$ cat src/rtl/txd_pkg.sv
package txd_pkg;
  localparam int REG_W   = 32;
  localparam int SIZE_W  = 13;
  localparam int CODE_W  = 6;
  localparam int CNT_W   = 4;
  localparam int BE_W    = REG_W / 8;

  localparam int SIZE_LSB = 0;
  localparam int OWN_BIT  = 13;
  localparam int TUN_BIT  = 14;
  localparam int TOK_BIT  = 15;
  localparam int CODE_LSB = 16;
  localparam int CNT_LSB  = 24;

  typedef struct packed {
    logic dma_done;
    logic tx_ok;
    logic underrun;
    logic abort;
    logic crs_lost;
    logic late_coll;
    logic hb_missing;
  } txd_events_t;

  typedef struct packed {
    logic crs_lost;
    logic abort;
    logic late_coll;
    logic hb_fail;
    logic tok;
    logic tun;
  } txd_flags_t;
endpackage

$ cat src/rtl/txd_sat_counter.sv
module txd_sat_counter #(
  parameter int W = 4
) (
  input  logic         clk,
  input  logic         rst_n,
  input  logic         clr,
  input  logic         inc,
  output logic [W-1:0] count
);
  localparam logic [W-1:0] TOP = {W{1'b1}};

  always_ff @(posedge clk or negedge rst_n) begin
    if (!rst_n)                     count <= '0;
    else if (clr)                   count <= '0;
    else if (inc && count != TOP)   count <= count + 1'b1;
  end

  // once at the top, only a clear moves the count
  assert_cnt_hold_R6: assert property (@(posedge clk) disable iff (!rst_n)
    (count == TOP && !clr) |=> count == TOP);
endmodule

$ cat src/rtl/txd_thresh_decode.sv
module txd_thresh_decode #(
  parameter int CODE_W = 6,
  parameter int UNIT   = 32,
  parameter int BASE   = 8,
  parameter int MAXB   = 2048,
  parameter int OUT_W  = 12
) (
  input  logic [CODE_W-1:0] code,
  output logic [OUT_W-1:0]  thr
);
  localparam int RAW_W  = CODE_W + $clog2(UNIT) + 1;
  localparam int LIM_W  = $clog2(MAXB + 1) + 1;
  localparam int PROD_W = (RAW_W > LIM_W) ? RAW_W : LIM_W;

  logic [PROD_W-1:0] prod;

  generate
    if ((UNIT & (UNIT - 1)) == 0) begin : g_shift
      assign prod = PROD_W'(code) << $clog2(UNIT);
    end else begin : g_mult
      assign prod = PROD_W'(code) * PROD_W'(UNIT);
    end
  endgenerate

  always_comb begin
    if (code == '0)                 thr = OUT_W'(BASE);
    else if (prod > PROD_W'(MAXB))  thr = OUT_W'(MAXB);
    else                            thr = OUT_W'(prod);
  end
endmodule

$ cat src/rtl/txd_start_ctrl.sv
module txd_start_ctrl #(
  parameter int FIFO_W = 12
) (
  input  logic              clk,
  input  logic              rst_n,
  input  logic              arm,
  input  logic [FIFO_W-1:0] fifo_bytes,
  input  logic [FIFO_W-1:0] thr,
  input  logic              pkt_ready,
  output logic              start
);
  logic armed;
  logic reached;

  assign reached = (fifo_bytes >= thr) || pkt_ready;

  always_ff @(posedge clk or negedge rst_n) begin
    if (!rst_n) begin
      armed <= 1'b0;
      start <= 1'b0;
    end else begin
      start <= armed && reached;
      if (arm)                  armed <= 1'b1;
      else if (armed && reached) armed <= 1'b0;
    end
  end

  // the start pulse is never wider than one clock
  assert_start_single_R8: assert property (@(posedge clk) disable iff (!rst_n)
    (start && !arm) |=> !start);

  // an unarmed unit stays quiet on the next clock
  assert_no_start_unarmed_R8: assert property (@(posedge clk) disable iff (!rst_n)
    !armed |=> !start);
endmodule

$ cat src/rtl/txd_status_reg.sv
module txd_status_reg
  import txd_pkg::*;
(
  input  logic              clk,
  input  logic              rst_n,
  input  logic              wr_accept,
  input  logic [REG_W-1:0]  wdata,
  input  txd_events_t       ev,
  input  logic              mode_100m,
  input  logic [CNT_W-1:0]  coll_cnt,
  output logic [SIZE_W-1:0] size,
  output logic              own,
  output logic [CODE_W-1:0] code,
  output logic [REG_W-1:0]  rdata
);
  txd_flags_t flags;
  logic unused_wbits;

  assign unused_wbits = ^{wdata[REG_W-1:CODE_LSB+CODE_W], wdata[TOK_BIT:TUN_BIT]};

  always_ff @(posedge clk or negedge rst_n) begin
    if (!rst_n) begin
      size  <= '0;
      own   <= 1'b1;
      code  <= '0;
      flags <= '0;
    end else if (wr_accept) begin
      size  <= wdata[SIZE_LSB +: SIZE_W];
      own   <= wdata[OWN_BIT];
      code  <= wdata[CODE_LSB +: CODE_W];
      flags <= '0;
    end else begin
      if (ev.dma_done)  own             <= 1'b1;
      if (ev.crs_lost)  flags.crs_lost  <= 1'b1;
      if (ev.abort)     flags.abort     <= 1'b1;
      if (ev.late_coll) flags.late_coll <= 1'b1;
      if (mode_100m)          flags.hb_fail <= 1'b0;
      else if (ev.hb_missing) flags.hb_fail <= 1'b1;
      if (ev.underrun) begin
        flags.tun <= 1'b1;
        flags.tok <= 1'b0;
      end else if (ev.tx_ok && !flags.tun) begin
        flags.tok <= 1'b1;
      end
    end
  end

  always_comb begin
    rdata = '0;
    rdata[SIZE_LSB +: SIZE_W] = size;
    rdata[OWN_BIT]            = own;
    rdata[TUN_BIT]            = flags.tun;
    rdata[TOK_BIT]            = flags.tok;
    rdata[CODE_LSB +: CODE_W] = code;
    rdata[CNT_LSB +: CNT_W]   = coll_cnt;
    rdata[REG_W-1 -: 4]       = {flags.crs_lost, flags.abort, flags.late_coll, flags.hb_fail};
  end

  // after an accepted write every result field reads zero
  assert_write_clears_R4: assert property (@(posedge clk) disable iff (!rst_n)
    wr_accept |=> (rdata[REG_W-1:CNT_LSB] == '0 && rdata[TOK_BIT:TUN_BIT] == 2'b00));

  // sent-OK and underrun are never reported together
  assert_tok_tun_excl_R9: assert property (@(posedge clk) disable iff (!rst_n)
    rdata[TOK_BIT] |-> !rdata[TUN_BIT]);

  // heartbeat flag stays low in 100 Mbps mode
  assert_hb_quiet_R10: assert property (@(posedge clk) disable iff (!rst_n)
    mode_100m |=> !rdata[REG_W-4]);
endmodule

$ cat src/rtl/txdesc_status_unit.sv
module txdesc_status_unit
  import txd_pkg::*;
#(
  parameter int THR_UNIT   = 32,
  parameter int THR_BASE   = 8,
  parameter int THR_MAX    = 2048,
  parameter int FIFO_W     = 12,
  parameter int LONG_LIMIT = 1792
) (
  input  logic              clk,
  input  logic              rst_n,
  input  logic              host_wr_en,
  input  logic [3:0]        host_be,
  input  logic [31:0]       host_wdata,
  output logic [31:0]       host_rdata,
  input  logic              ev_dma_done,
  input  logic              ev_tx_ok,
  input  logic              ev_underrun,
  input  logic              ev_abort,
  input  logic              ev_carrier_lost,
  input  logic              ev_late_coll,
  input  logic              ev_coll,
  input  logic              ev_hb_missing,
  input  logic              tx_active,
  input  logic              mode_100m,
  input  logic [FIFO_W-1:0] fifo_bytes,
  input  logic              fifo_pkt_ready,
  output logic              tx_start,
  output logic              next_desc_valid
);
  localparam logic [SIZE_W-1:0] LONG_SZ = SIZE_W'(LONG_LIMIT);

  logic              wr_accept;
  txd_events_t       ev;
  logic [SIZE_W-1:0] size;
  logic              own;
  logic [CODE_W-1:0] code;
  logic [CNT_W-1:0]  coll_cnt;
  logic [FIFO_W-1:0] thr;

  assign wr_accept = host_wr_en && (host_be == {BE_W{1'b1}});

  assign ev = '{dma_done:   ev_dma_done,
                tx_ok:      ev_tx_ok,
                underrun:   ev_underrun,
                abort:      ev_abort,
                crs_lost:   ev_carrier_lost,
                late_coll:  ev_late_coll,
                hb_missing: ev_hb_missing};

  txd_sat_counter #(.W(CNT_W)) coll_i (
    .clk   (clk),
    .rst_n (rst_n),
    .clr   (wr_accept),
    .inc   (ev_coll && tx_active),
    .count (coll_cnt)
  );

  txd_status_reg reg_i (
    .clk       (clk),
    .rst_n     (rst_n),
    .wr_accept (wr_accept),
    .wdata     (host_wdata),
    .ev        (ev),
    .mode_100m (mode_100m),
    .coll_cnt  (coll_cnt),
    .size      (size),
    .own       (own),
    .code      (code),
    .rdata     (host_rdata)
  );

  txd_thresh_decode #(
    .CODE_W (CODE_W),
    .UNIT   (THR_UNIT),
    .BASE   (THR_BASE),
    .MAXB   (THR_MAX),
    .OUT_W  (FIFO_W)
  ) thr_i (
    .code (code),
    .thr  (thr)
  );

  txd_start_ctrl #(.FIFO_W(FIFO_W)) start_i (
    .clk        (clk),
    .rst_n      (rst_n),
    .arm        (wr_accept && !host_wdata[OWN_BIT]),
    .fifo_bytes (fifo_bytes),
    .thr        (thr),
    .pkt_ready  (fifo_pkt_ready),
    .start      (tx_start)
  );

  assign next_desc_valid = (size <= LONG_SZ) || own;

  // a partial write with no events leaves the register unchanged
  assert_partial_ignored_R3: assert property (@(posedge clk) disable iff (!rst_n)
    (host_wr_en && host_be != 4'hF && ev == '0 && !ev_coll && !mode_100m)
      |=> $stable(host_rdata));

  // a held-back queue stays held until DMA completion or a new write
  assert_long_hold_R11: assert property (@(posedge clk) disable iff (!rst_n)
    (!next_desc_valid && !ev_dma_done && !wr_accept) |=> !next_desc_valid);
endmodule

$ cat config.mk
export PLATFORM = sky130hd
export DESIGN_NAME = txdesc_status_unit
export DESIGN_NICKNAME = d
export VERILOG_FILES = /design/src/rtl/txd_pkg.sv /design/src/rtl/txd_sat_counter.sv /design/src/rtl/txd_thresh_decode.sv /design/src/rtl/txd_start_ctrl.sv /design/src/rtl/txd_status_reg.sv /design/src/rtl/txdesc_status_unit.sv
export SDC_FILE = /design/constraint.sdc
export NUM_CORES = 1
export LEC_CHECK = 0
export ABC_AREA = 1
export BUFFER_PORTS_ARGS = -buffer_cell sky130_fd_sc_hd__buf_2
export CORE_MARGIN = 5
export CORE_UTILIZATION = 42
export DETAILED_ROUTE_END_ITERATION = 8
export PLACE_DENSITY = 0.79
export SETUP_SLACK_MARGIN = 0.3
export SLEW_MARGIN = 20
export SYNTH_ARGS = -nofsm -noshare
export SYNTH_HDL_FRONTEND = slang
export SYNTH_SLANG_ARGS = --single-unit
$ cat constraint.sdc
create_clock -name clk -period 2 [get_ports clk]
set_clock_uncertainty 0.1 [all_clocks]
set_input_delay 0.2 -clock clk [delete_from_list [all_inputs] [get_ports clk]]
set_output_delay 0.2 -clock clk [all_outputs]
set_load 0.005 [all_outputs]
==> out/results.txt, run 1 <==
The starting density of the core was 43.0%. In this run the standard cell core region covers 3630 sq um. Using the TritonRoute via totals, the vias-per-cell ratio works out to 4.57.

Counting both buffers and inverters, the worst setup path holds a total of 2. Summed over all failing endpoints, the final setup total negative slack is 0 ns. Leaving out fill and tap cells, the most frequent cells in the layout are buf_2, nand2_1, dfrtp_1. The logs give 3000 um for the total half-perimeter wirelength after legalization and detailed placement and 0 for the final hold violation count. Setup repair after global routing left no endpoint under its margin.

The routed design could run at a clock period as short as 1.58 ns. The routed design has 3730 um of wire. Number of I/O pins: 96. The tools report the worst-case headroom to the max-slew limit as 54.0%. Summed over all layers, the global routing overflow is 0. The tools report the startpoint class of the critical path as a register. The die covers 5040 sq um. The static power due to leakage was 1.17 nW; the chip height was 71 um.

The tree is rooted in a clkbuf_8. The largest fanout on the critical path is 3. Leaving out fill and tap cells, the most frequent cell in the layout is buf_2. The clock net sink count is 32, and the maximum single-stage delay on the critical path is 0.38 ns. The final route contains 1468 vias. Counting buffers and inverters, the worst setup path is 10 cells deep.

The largest individual stage delay along the critical path comes from the cell dfrtp_1. STA classifies the critical path endpoint as a register. In this run, the number of DRC markers left after iteration 0 of detailed routing was 52. The number of antenna diodes in the final layout is 0. The cell count after synthesis came out at 187. Registers take 802 sq um. The number of core rows is 22, and the average cell area after synthesis is 8.36 sq um.

The kind of cell with the highest combined delay along the critical path is simple AND/OR/NAND/NOR gates. The count of nets left with antenna violations once routing finished came out at 0. The number of distinct library cell variants in the gate-level netlist after synthesis is 21.

Buffers placed on the I/O ports in this run total 81. Start point of the critical path: reg_i.code[3]. Walking the worst path, the cells encountered are inv_1, nand4_1, nor3_1, ha_1, nand3b_1, nand2_1, nand2_1, nand3_1, nand2_1, inv_1. In this run the cell area of the synthesized design comes to 1560 sq um.

Clock tree synthesis inserted a total of 5 buffers. Maximum number of pins on one net before global-route repair: 33. STA puts the critical path data arrival time at 1.65 ns. The count of state elements after synthesis was 32; the initial antenna violation count was 0. The setup slack of the most critical reg-to-reg path was 0.42 ns. For the pin with the worst max-slew slack, the measured transition is 0.690 ns. For the sequential cell area fraction in the yosys report, the log shows 51.3%. For this design the ratio of total power to cell area is 862 nW/um^2.

Relative to the synthesized area, the layout overhead comes to 34.8%. The run finished with clean final reports. The routed length per placed instance was 11.6 um. TritonCTS built the clock tree.

Data on the critical path is required at its endpoint by 2.07 ns. For the weighted congestion at the end of routability-driven global placement, the log shows 0.760. The die width was 71 um. For the number of detailed-route iterations in the first pass, the log shows 4. The detailed-route DRC error count is 0. The first global-routing pass estimated 6310 um of wire. Across every metal layer, demand over resource in global routing totals 15.6%.

The number of cell instances on the worst register-to-register path was 10. The startpoint of the worst register-to-register path is reg_i.code[3]. The H-tree depth was 2. The logs give 366 for the total of fill cells in the finished design and 0 for the number of synthesis warnings.

Core utilization of the finished layout: 58.0%. For the worst-skew pair, the clock arrives at the later sink with an insertion delay of 0.27 ns. The run gives 484 uV as the largest vdd supply drop. Category of the critical setup timing path: reg2reg.

The count of final max-slew check failures is 0. The max-capacitance violation count came out at 0. The tools report the footprint of the multi-input gates as 607 sq um. For the number of global-route vias before repair, the log shows 1473. In this run the critical register-to-register path is captured at start_i.start.

Clock transition at the register clock pins on the worst setup and hold paths after CTS: 0.06 ns. The most critical setup path has its endpoint at start_i.start. The cell depth of the worst min-delay path was 3; the post-CTS setup-driven buffer insertion count was 0. Setup violations remaining at the end of the flow were counted as 0. The run gives 2 as the worst-case clock buffer depth. The ratio of final minimum period to clock period was 78.9%; the proportion of layout cells with a drive suffix above 1 was 34.8%. The final-stage net count is 343.

In this run the worst hold path is classified as in2reg. Static timing analysis puts the maximum clock frequency at 634 MHz. The cell seen most often among critical-path stages was nand2_1.
-- sequential cells by signal, summed over array words and instances (netlist names) --
signal         cells
reg_i.size        13
coll_i.count       4
start_i.armed      1
reg_i.rdata        6
start_i.start      1
reg_i.code         6
reg_i.own          1
-- metrics by stage --
step | total power [W] | hold WS [ns] | std cells | setup WS [ns] | cell area, sq um
6_report | 0.00182 | 0.0195 | 321 | 0.423 | 2110
5_1_grt | 0.00197 | 0.0343 | 321 | 0.308 | 2110
4_1_cts | 0.00185 | 0.0102 | 321 | 0.415 | 2110
3_5_place_dp | 0.00138 | 0.194 | 311 | 0.430 | 2000
3_3_place_gp | 0.00136 | 0.192 | 311 | 0.459 | 2000
2_1_floorplan | 0.00113 | -0.196 | 188 | 0.556 | 1570
-- synthesized netlist by cell type --
cell,number,area [sq um]
nor2_4,1,11.3
nand4_1,7,43.8
nand3b_1,1,7.51
a21oi_1,6,30.0
o21ai_1,1,5.00
nor2_1,17,63.8
nand2_1,49,184
or2_2,1,6.26
buf_4,7,52.6
conb_1,1,3.75
dfrtp_1,31,776
nor3_1,4,20.0
inv_1,26,97.6
nand3_1,7,35.0
inv_2,2,7.51
dfstp_2,1,26.3
o21bai_1,1,7.51
ha_1,8,100
nor2_2,1,6.26
a31o_2,1,8.76
o21ai_0,14,70.1
-- routing by layer --
metal | global-route usage (%) | vias up | routed length (um)
met5 | 0 | - | 0
met4 | 5.64 | 0 | 50
met3 | 4.83 | 5 | 310
met2 | 27.5 | 49 | 1930
met1 | 17.7 | 661 | 1430
li1 | - | 753 | -
-- area by class of cell --
type | count | area share (%)
timing repair buffer | 85 | 21.6
tap | 48 | 2.85
clock inverter | 1 | 0.238
sequential | 32 | 38.1
inverter | 28 | 4.99
clock buffer | 6 | 3.44
multi-input combinational | 121 | 28.8
-- kinds of logic after synthesis --
group	Yosys count	share of synthesized area, %
simple gates	88	24.2
buf+inv	35	10.1
flops	32	51.3
compound gates	23	7.77
fa+ha+maj	8	6.41
other cells	1	0.240
-- worst reg2reg max path, stage by stage (launching register included) --
cell	delay (ns)
dfrtp_1	0.38
inv_1	0.10
nand4_1	0.09
nor3_1	0.17
ha_1	0.27
nand3b_1	0.08
nand2_1	0.06
nand2_1	0.08
nand3_1	0.07
nand2_1	0.06
inv_1	0.03
-- worst min-delay path by stage --
| stage | from | to | slack [ns] |
|---|---|---|---|
| after detailed placement | rst_n | reg_i.size[2] | 0.19 |
| after floorplan | rst_n | coll_i.count[0] | -0.20 |
| final | host_wdata[10] | reg_i.size[10] | 0.02 |
| after global placement | rst_n | reg_i.size[2] | 0.19 |
| after global routing | host_wdata[12] | reg_i.size[12] | 0.03 |
| after CTS | host_wdata[10] | reg_i.size[10] | 0.01 |
-- power by group --
part | switching [W] | internal [W] | leakage (nW)
registers | 0.000103 | 0.000776 | 0.381
logic | 0.000248 | 0.000240 | 0.749
clock network | 0.000212 | 0.000236 | 0.0410
total | 0.000564 | 0.00125 | 1.17
-- repair_timing --
item	in CTS	in global routing
resized for setup	0	0
hold buffers	3	0
hold endpoints to repair	33	0
(Power assumes the default switching activity.)
==> run 2: changes to the inputs <==
--- a/config.mk
+++ b/config.mk
@@ -8,9 +8,9 @@
 export ABC_AREA = 1
 export BUFFER_PORTS_ARGS = -buffer_cell sky130_fd_sc_hd__buf_2
 export CORE_MARGIN = 5
-export CORE_UTILIZATION = 42
+export CORE_UTILIZATION = 38
 export DETAILED_ROUTE_END_ITERATION = 8
-export PLACE_DENSITY = 0.79
+export PLACE_DENSITY = 0.75
 export SETUP_SLACK_MARGIN = 0.3
 export SLEW_MARGIN = 20
 export SYNTH_ARGS = -nofsm -noshare
==> constraint.sdc (replaced) <==
create_clock -name clk -period 1.4 [get_ports clk]
set_clock_uncertainty 0.1 [all_clocks]
set_input_delay 0.14 -clock clk [delete_from_list [all_inputs] [get_ports clk]]
set_output_delay 0.14 -clock clk [all_outputs]
set_load 0.005 [all_outputs]
==> out/results.txt, run 2 (same netlist as run 1, synthesis figures left out) <==
The tools report the worst flop-to-flop path endpoint as start_i.start (unchanged). The run gives 327 (was 366) as the total of fill cells in the finished design. Startpoint of the worst register-to-register path: reg_i.code[1] (was reg_i.code[3]). The tools report the worst-case clock buffer depth as 2 (unchanged). The aggregate routed wire length came out at 4490 um (was 3730 um). The insertion delay to the later sink of the worst-skew pair was 0.28 ns (was 0.27 ns); the chip height was 74.1 um (was 71 um). The H-tree depth was 2 (unchanged).

The total half-perimeter wirelength after legalization and detailed placement is 3120 um (was 3000 um), and the proportion of layout cells with a drive suffix above 1 is 43.7% (was 34.8%). The starting density of the core came out at 39.1% (was 43.0%). The shortest period the worst path allows was 1.51 ns (was 1.58 ns); the die width was 74.1 um (was 71 um). The run gives 0.859 (was 0.760) as the weighted congestion at the end of routability-driven global placement. The startpoint class of the critical path was a register (unchanged). The areal power density over the cells is 1250 nW/um^2 (was 862 nW/um^2). The worst endpoint data arrival time is 1.59 ns (was 1.65 ns). The run gives 3 (was 0) as the total of endpoints with negative setup slack in the final report. The total die area is 5500 sq um (was 5040 sq um). The final-stage net count is 387 (was 343), and the static power due to leakage is 1.41 nW (was 1.17 nW). Worst hold endpoint: reg_i.rdata[28] (was reg_i.size[10]). The number of cell instances on the worst register-to-register path is 11 (was 10), and the global-route wire length before repair is 7010 um (was 6310 um). The tools report the floorplan core area as 4000 sq um (was 3630 sq um).

The flip-flop count of the largest register, all copies and words added works out to 13 (unchanged). The number of core rows came out at 23 (was 22). Worst slack at placement: -0.134 ns (was 0.430 ns). The count of final max-slew check failures is 0 (unchanged).

The maximum number of pins on one net before global-route repair is 23 (was 33), and the setup total negative slack is -0.261 ns (was 0 ns). The signed area change from the synthesized netlist to the final layout came out at 70.5% (was 34.8%). The number of vias in the routed layout was 1663 (was 1468); the initial antenna violation count was 0 (unchanged). Max-capacitance violation count: 0 (unchanged).

The clock root buffer is clkbuf_8 (unchanged). The register ranked first by flip-flop count was reg_i.size (unchanged). Largest fanout on the critical path: 2 (was 3). The logs give 2660 sq um (was 2110 sq um) for the final instance area and 2100 sq um (was 2000 sq um) for the total placed instance area. The ratio of final minimum period to clock period was 108% (was 78.9%). The run gives 96 (unchanged) as the number of I/O pins.

The maximum clock frequency was 662 MHz (was 634 MHz); the detailed-route DRC error count was 0 (unchanged). Setup repair after global routing could not meet its margin everywhere. Number of global-route vias before repair: 1642 (was 1473). The tools report the number of clock buffers inserted by TritonCTS as 5 (unchanged). Sort of element at the end of the critical path: a register (unchanged).

The logs give -0.11 ns (was 0.42 ns) for the setup slack of the most critical reg-to-reg path and 0.0415 ns (was 0.0195 ns) for the final-layout worst hold slack. The average via count per standard cell is 4.52 (was 4.57), and the largest vdd supply drop is 702 uV (was 484 uV). The cell depth of the worst min-delay path is 3 (unchanged).

The classification of the worst-slack hold path is in2reg (unchanged). The final hold violation count is 0 (unchanged), and the clock net sink count is 32 (unchanged). Highest-count cells in the layout ignoring fill and taps: buf_2, nand2_1, dfrtp_1 (unchanged). The count of routing violations after the opening detailed-route iteration is 60 (was 52), and the required time of the critical path is 1.48 ns (was 2.07 ns).

Most frequent standard cell in the layout excluding fill and tap cells: buf_2 (unchanged). The number of buffers inserted by port buffering is 81 (unchanged), and the routed length per placed instance is 12.2 um (was 11.6 um). The count of nets left with antenna violations after detail routing came out at 0 (unchanged). TritonCTS built the clock tree.

The number of detailed-route iterations in the first pass was 4 (unchanged). The tools report the start point of the worst min-delay path as ev_hb_missing (was host_wdata[10]). The combined global-route utilization of all metal layers is 16.7% (was 15.6%).

The number of antenna diodes was 0 (unchanged). The flow ran to the end, but the final reports show violations. The category of the critical setup timing path was reg2reg (unchanged).

For the overall overflow remaining after global route, the log shows 0 (unchanged). The tools report the final critical-path setup slack as -0.110 ns (was 0.423 ns). The checks that failed: setup timing.

The clock transition at the register clock pins on the worst setup and hold paths after CTS works out to 0.07 ns (was 0.06 ns).
-- run 2: changes by cell type in the layout (fill, tap and decap cells not counted), sizes merged --
cell	change
buf	+20
bufinv	+1
clkbuf	-1
clkinv	+1
clkinvlp	+1
dlygate4sd3	+24
inv	-1
-- run 2: layout make-up --
type | instances | area [sq um] | area share [%]
clock inverters | 3 | 42.5 | 1.60
repair buffers | 129 | 898 | 33.7
inverters | 28 | 110 | 4.13
well taps | 50 | 62.6 | 2.35
clock buffers | 5 | 68.8 | 2.58
flip-flops and latches | 32 | 803 | 30.2
multi-input cells | 121 | 678 | 25.5
-- run 2: power breakdown --
| group | switching [W] | leakage (nW) | internal [W] |
|---|---|---|---|
| Sequential | 0.000144 | 0.380 | 0.00111 |
| Clock | 0.000336 | 0.0541 | 0.000526 |
| Combinational | 0.000522 | 0.972 | 0.000700 |
| Total | 0.00100 | 1.41 | 0.00234 |
-- run 2: worst max path at each step --
stage / from / endpoint / slack (ns) / cells past startpoint
2_1_floorplan: reg_i.code[3] / start_i.start / -0.03 / 10
3_3_place_gp: reg_i.code[2] / start_i.start / -0.08 / 10
3_5_place_dp: reg_i.code[2] / start_i.start / -0.13 / 10
4_1_cts: reg_i.size[0] / next_desc_valid / -0.14 / 6
5_1_grt: reg_i.code[3] / start_i.start / -0.31 / 10
6_report: reg_i.code[1] / start_i.start / -0.11 / 11
-- run 2: metrics by stage --
stage	instances	power (W)	utilization, %
2_1_floorplan	188	0.00163	-
3_3_place_gp	324	0.00206	52.4
3_5_place_dp	324	0.00209	52.4
4_1_cts	365	0.00324	64.7
5_1_grt	368	0.00357	66.6
6_report	368	0.00334	66.6
-- run 2: what timing repair did --
| action | 4_1_cts | 5_1_grt |
|---|---|---|
| gates resized for setup | 16 | 15 |
| cloned | 0 | 0 |
| endpoints found under the setup margin | 14 | 15 |
| buffers inserted | 6 | 3 |
| hold endpoints to repair | 43 | 0 |
| pin swaps | 6 | 8 |
| hold buffers | 27 | 0 |
-- run 2: worst max-delay path, cell delays in order, from the launching register on --
cell and delay [ns]:
dfrtp_1 0.37, inv_2 0.04, buf_4 0.13, ha_1 0.29, nand2_1 0.08, inv_1 0.04, nand2_1 0.06, nand2_1 0.05
nand2_1 0.07, nand3_1 0.07, nand2_1 0.07, inv_1 0.03
-- run 2: layer usage --
metal	vias up	wire length, um	GRT usage [%]
li1	848	-	-
met1	762	1650	17.2
met2	46	2530	32.5
met3	7	225	2.30
met4	0	80	8.25
met5	-	0	0
==> run 3: changes to the inputs <==
--- a/config.mk
+++ b/config.mk
@@ -6,11 +6,11 @@
 export NUM_CORES = 1
 export LEC_CHECK = 0
 export ABC_AREA = 1
-export BUFFER_PORTS_ARGS = -buffer_cell sky130_fd_sc_hd__buf_2
 export CORE_MARGIN = 5
-export CORE_UTILIZATION = 38
+export CORE_UTILIZATION = 55
 export DETAILED_ROUTE_END_ITERATION = 8
-export PLACE_DENSITY = 0.75
+export DONT_BUFFER_PORTS = 1
+export PLACE_DENSITY = 0.73
 export SETUP_SLACK_MARGIN = 0.3
 export SLEW_MARGIN = 20
 export SYNTH_ARGS = -nofsm -noshare
==> out/results.txt, run 3 (same netlist as run 1, synthesis figures left out) <==
For the relative contribution of combinational cells to total power, the log shows 37.6% (was 36.6%). The number of global-route vias before repair came out at 1638 (was 1642). The classification of the worst-slack hold path is in2reg (unchanged).

The net switching power was 0.00103 W (was 0.00100 W). The tools report the total die area as 4010 sq um (was 5500 sq um). The startpoint class of the critical path is a register (unchanged). The detailed-route DRC error count came out at 0 (unchanged). The required time of the critical path came out at 1.54 ns (was 1.48 ns). Highest-count cells in the layout ignoring fill and taps: nand2_1, dlygate4sd3_1, dfrtp_1 (was buf_2, nand2_1, dfrtp_1). The number of cell instances on the worst register-to-register path is 10 (was 11).

The tools report the maximum number of pins on one net before global-route repair as 33 (was 23). The standard cell with the maximum stage delay on the critical path is dfrtp_1 (unchanged). The global-route wire length before repair is 8000 um (was 7010 um). The number of buffers inserted by port buffering is 0 (was 81). The run gives 2 (unchanged) as the worst-case clock buffer depth.

The total of endpoints with negative setup slack in the final report is 4 (was 3). The tools report the sort of element at the end of the critical path as a register (unchanged). The flip-flop count of the largest register, all copies and words added is 13 (unchanged), and the signed area change from the synthesized netlist to the final layout is 53.9% (was 70.5%). The die width is 63.3 um (was 74.1 um), and the number of I/O pins is 96 (unchanged). The cell depth of the worst setup path works out to 10 (was 11). The most heavily used metal layer in global routing was met2 (unchanged).

The worst endpoint data arrival time came out at 1.77 ns (was 1.59 ns). The top cell family by delay on the critical path is simple AND/OR/NAND/NOR gates (unchanged). The average via count per standard cell is 5.44 (was 4.52), and the core utilization of the finished layout is 88.0% (was 66.6%). The routed length per placed instance was 19.0 um (was 12.2 um). The run gives 63 (was 60) as the count of routing violations after the opening detailed-route iteration.

The maximum single-stage delay on the critical path works out to 0.41 ns (was 0.37 ns). The chip height was 63.3 um (was 74.1 um); the insertion delay to the later sink of the worst-skew pair was 0.33 ns (was 0.28 ns). The initial antenna violation count is 0 (unchanged), and the met1 capacity usage during global routing is 26.4% (was 17.2%). The clock root buffer was clkbuf_4 (was clkbuf_8). The logs give 57.2% (was 39.1%) for the starting density of the core and 0 (unchanged) for the count of nets left with antenna violations after detail routing. The shortest period the worst path allows was 1.64 ns (was 1.51 ns); the worst path buffer plus inverter count was 2 (was 4). The final-stage net count is 321 (was 387). The count of final max-slew check failures is 0 (unchanged), and the weighted congestion at the end of routability-driven global placement is 0.743 (was 0.859). The largest vdd supply drop is 1200 uV (was 702 uV). Critical path, cell by cell: inv_2, nand4_1, nor3_2, ha_1, nand3b_1, nand2_1, nand2_2, nand3_1, nand2_1, inv_1 (was inv_2, buf_4, ha_1, nand2_1, inv_1, nand2_1, nand2_1, nand2_1, nand3_1, nand2_1, inv_1). The run gives 0.00200 W (was 0.00234 W) as the internal power summed over all cells. The cell seen most often among critical-path stages was nand2_1 (unchanged). Setup repair after global routing could not meet its margin everywhere. The clock net sink count was 32 (unchanged); the combined global-route utilization of all metal layers was 25.5% (was 16.7%).

The run gives 8.53% (was 2.30%) as the routing usage on met3. The proportion of layout cells with a drive suffix above 1 is 28.2% (was 43.7%), and the aggregate routed wire length is 5390 um (was 4490 um). Cell depth of the worst min-delay path: 3 (unchanged).

The most frequent standard cell in the layout excluding fill and tap cells is nand2_1 (was buf_2). The tools report the number of clock buffers inserted by TritonCTS as 5 (unchanged). Number of core rows: 19 (was 23). The number of antenna diodes is 0 (unchanged). For the worst slack at placement, the log shows -0.136 ns (was -0.134 ns). Violated checks: setup timing (unchanged). Switching share of power: 34.0% (was 30.0%). The H-tree depth is 2 (unchanged).

The register ranked first by flip-flop count is reg_i.size (unchanged). The floorplan core area came out at 2730 sq um (was 4000 sq um). Final hold violation count: 0 (unchanged). The number of vias in the routed layout was 1539 (was 1663); the total half-perimeter wirelength after legalization and detailed placement was 2930 um (was 3120 um). For the final instance area, the log shows 2400 sq um (was 2660 sq um). The flow ran to the end, but the final reports show violations.

The tools report the total placed instance area as 1720 sq um (was 2100 sq um). The clock transition at the register clock pins on the worst setup and hold paths after CTS came out at 0.10 ns (was 0.07 ns). The ratio of final minimum period to clock period was 117% (was 108%); the maximum clock frequency was 611 MHz (was 662 MHz).

The number of detailed-route iterations in the first pass was 4 (unchanged). The largest fanout on the critical path works out to 2 (unchanged). TritonCTS built the clock tree. The overall overflow remaining after global route was 0 (unchanged); the part of the power in registers was 44.5% (was 37.6%). The areal power density over the cells came out at 1260 nW/um^2 (was 1250 nW/um^2).

The tools report the proportion of power drawn by the clock network as 18.0% (was 25.8%). Category of the critical setup timing path: reg2reg (unchanged). The static power due to leakage is 1.14 nW (was 1.41 nW), and the final critical-path setup slack is -0.237 ns (was -0.110 ns). For the max-capacitance violation count, the log shows 0 (unchanged). The run gives 47.1% (was 32.5%) as the global-route met2 utilization.
-- run 3: changes by cell type in the layout (fill, tap and decap cells not counted), moves of 2 or more --
cell and change:
buf_2 -75, ha_4 +5, clkbuf_1 +2, buf_6 +7
ha_1 -4, dlygate4sd3_1 +6, clkbuf_8 -4, clkbuf_4 +5
buf_4 -5, nand2_2 +2
-- run 3: worst min-delay path: cells and delay by family --
kind             cells  cell delay [ns]
and+or+nand+nor      3             0.25
-- run 3: power by group through the flow --
stage	Combinational [W]	Sequential (W)	Clock, W
floorplan	0.000350	0.00128	0
global placement	0.000604	0.00129	0
detailed placement	0.000644	0.00131	0
CTS	0.000971	0.00133	0.000555
global route	0.00123	0.00136	0.000604
finish	0.00114	0.00135	0.000544
-- run 3: path summary, 6_finish.rpt --
| check | from | endpoint | slack [ns] |
|---|---|---|---|
| max | reg_i.code[3] | start_i.start | -0.24 |
| min | host_be[0] | reg_i.rdata[31] | 0.02 |
| max reg2reg | reg_i.code[3] | start_i.start | -0.24 |
| min reg2reg | start_i.armed | start_i.start | 0.42 |
| max in group asynchronous | rst_n | reg_i.own | 0.82 |
| min in group asynchronous | rst_n | reg_i.size[0] | 0.15 |
-- run 3: repair_timing --
| action | 4_1_cts | 5_1_grt |
|---|---|---|
| setup buffers | 4 | 6 |
| endpoints found under the setup margin | 16 | 19 |
| endpoints found under the hold margin | 62 | 0 |
| pin swaps | 7 | 3 |
| hold buffers | 34 | 0 |
| gates cloned | 0 | 0 |
| resized for setup | 33 | 11 |
-- run 3: per-stage QoR --
step | instances | hold WS, ns | TNS, ns | power, W
floorplan | 188 | -0.256 | -0.0343 | 0.00163
global placement | 231 | -0.255 | -0.114 | 0.00189
detailed placement | 231 | -0.255 | -0.187 | 0.00195
CTS | 277 | -0.00811 | -0.365 | 0.00285
global route | 283 | 0.0258 | -0.899 | 0.00320
finish | 283 | 0.0173 | -0.589 | 0.00303
-- run 3: layout make-up --
| cell class | instances | area, sq um |
|---|---|---|
| flip-flops and latches | 32 | 803 |
| multi-input cells | 121 | 752 |
| repair buffers | 63 | 644 |
| fillers | 137 | 329 |
| inverters | 28 | 108 |
| clock buffers | 8 | 58.8 |
| well taps | 31 | 38.8 |
-- run 3: routing by layer --
layer  vias up  wire length (um)
li1        715                 -
met1       749              1910
met2        65              3010
met3        10               371
met4         0                95
met5         -                 0
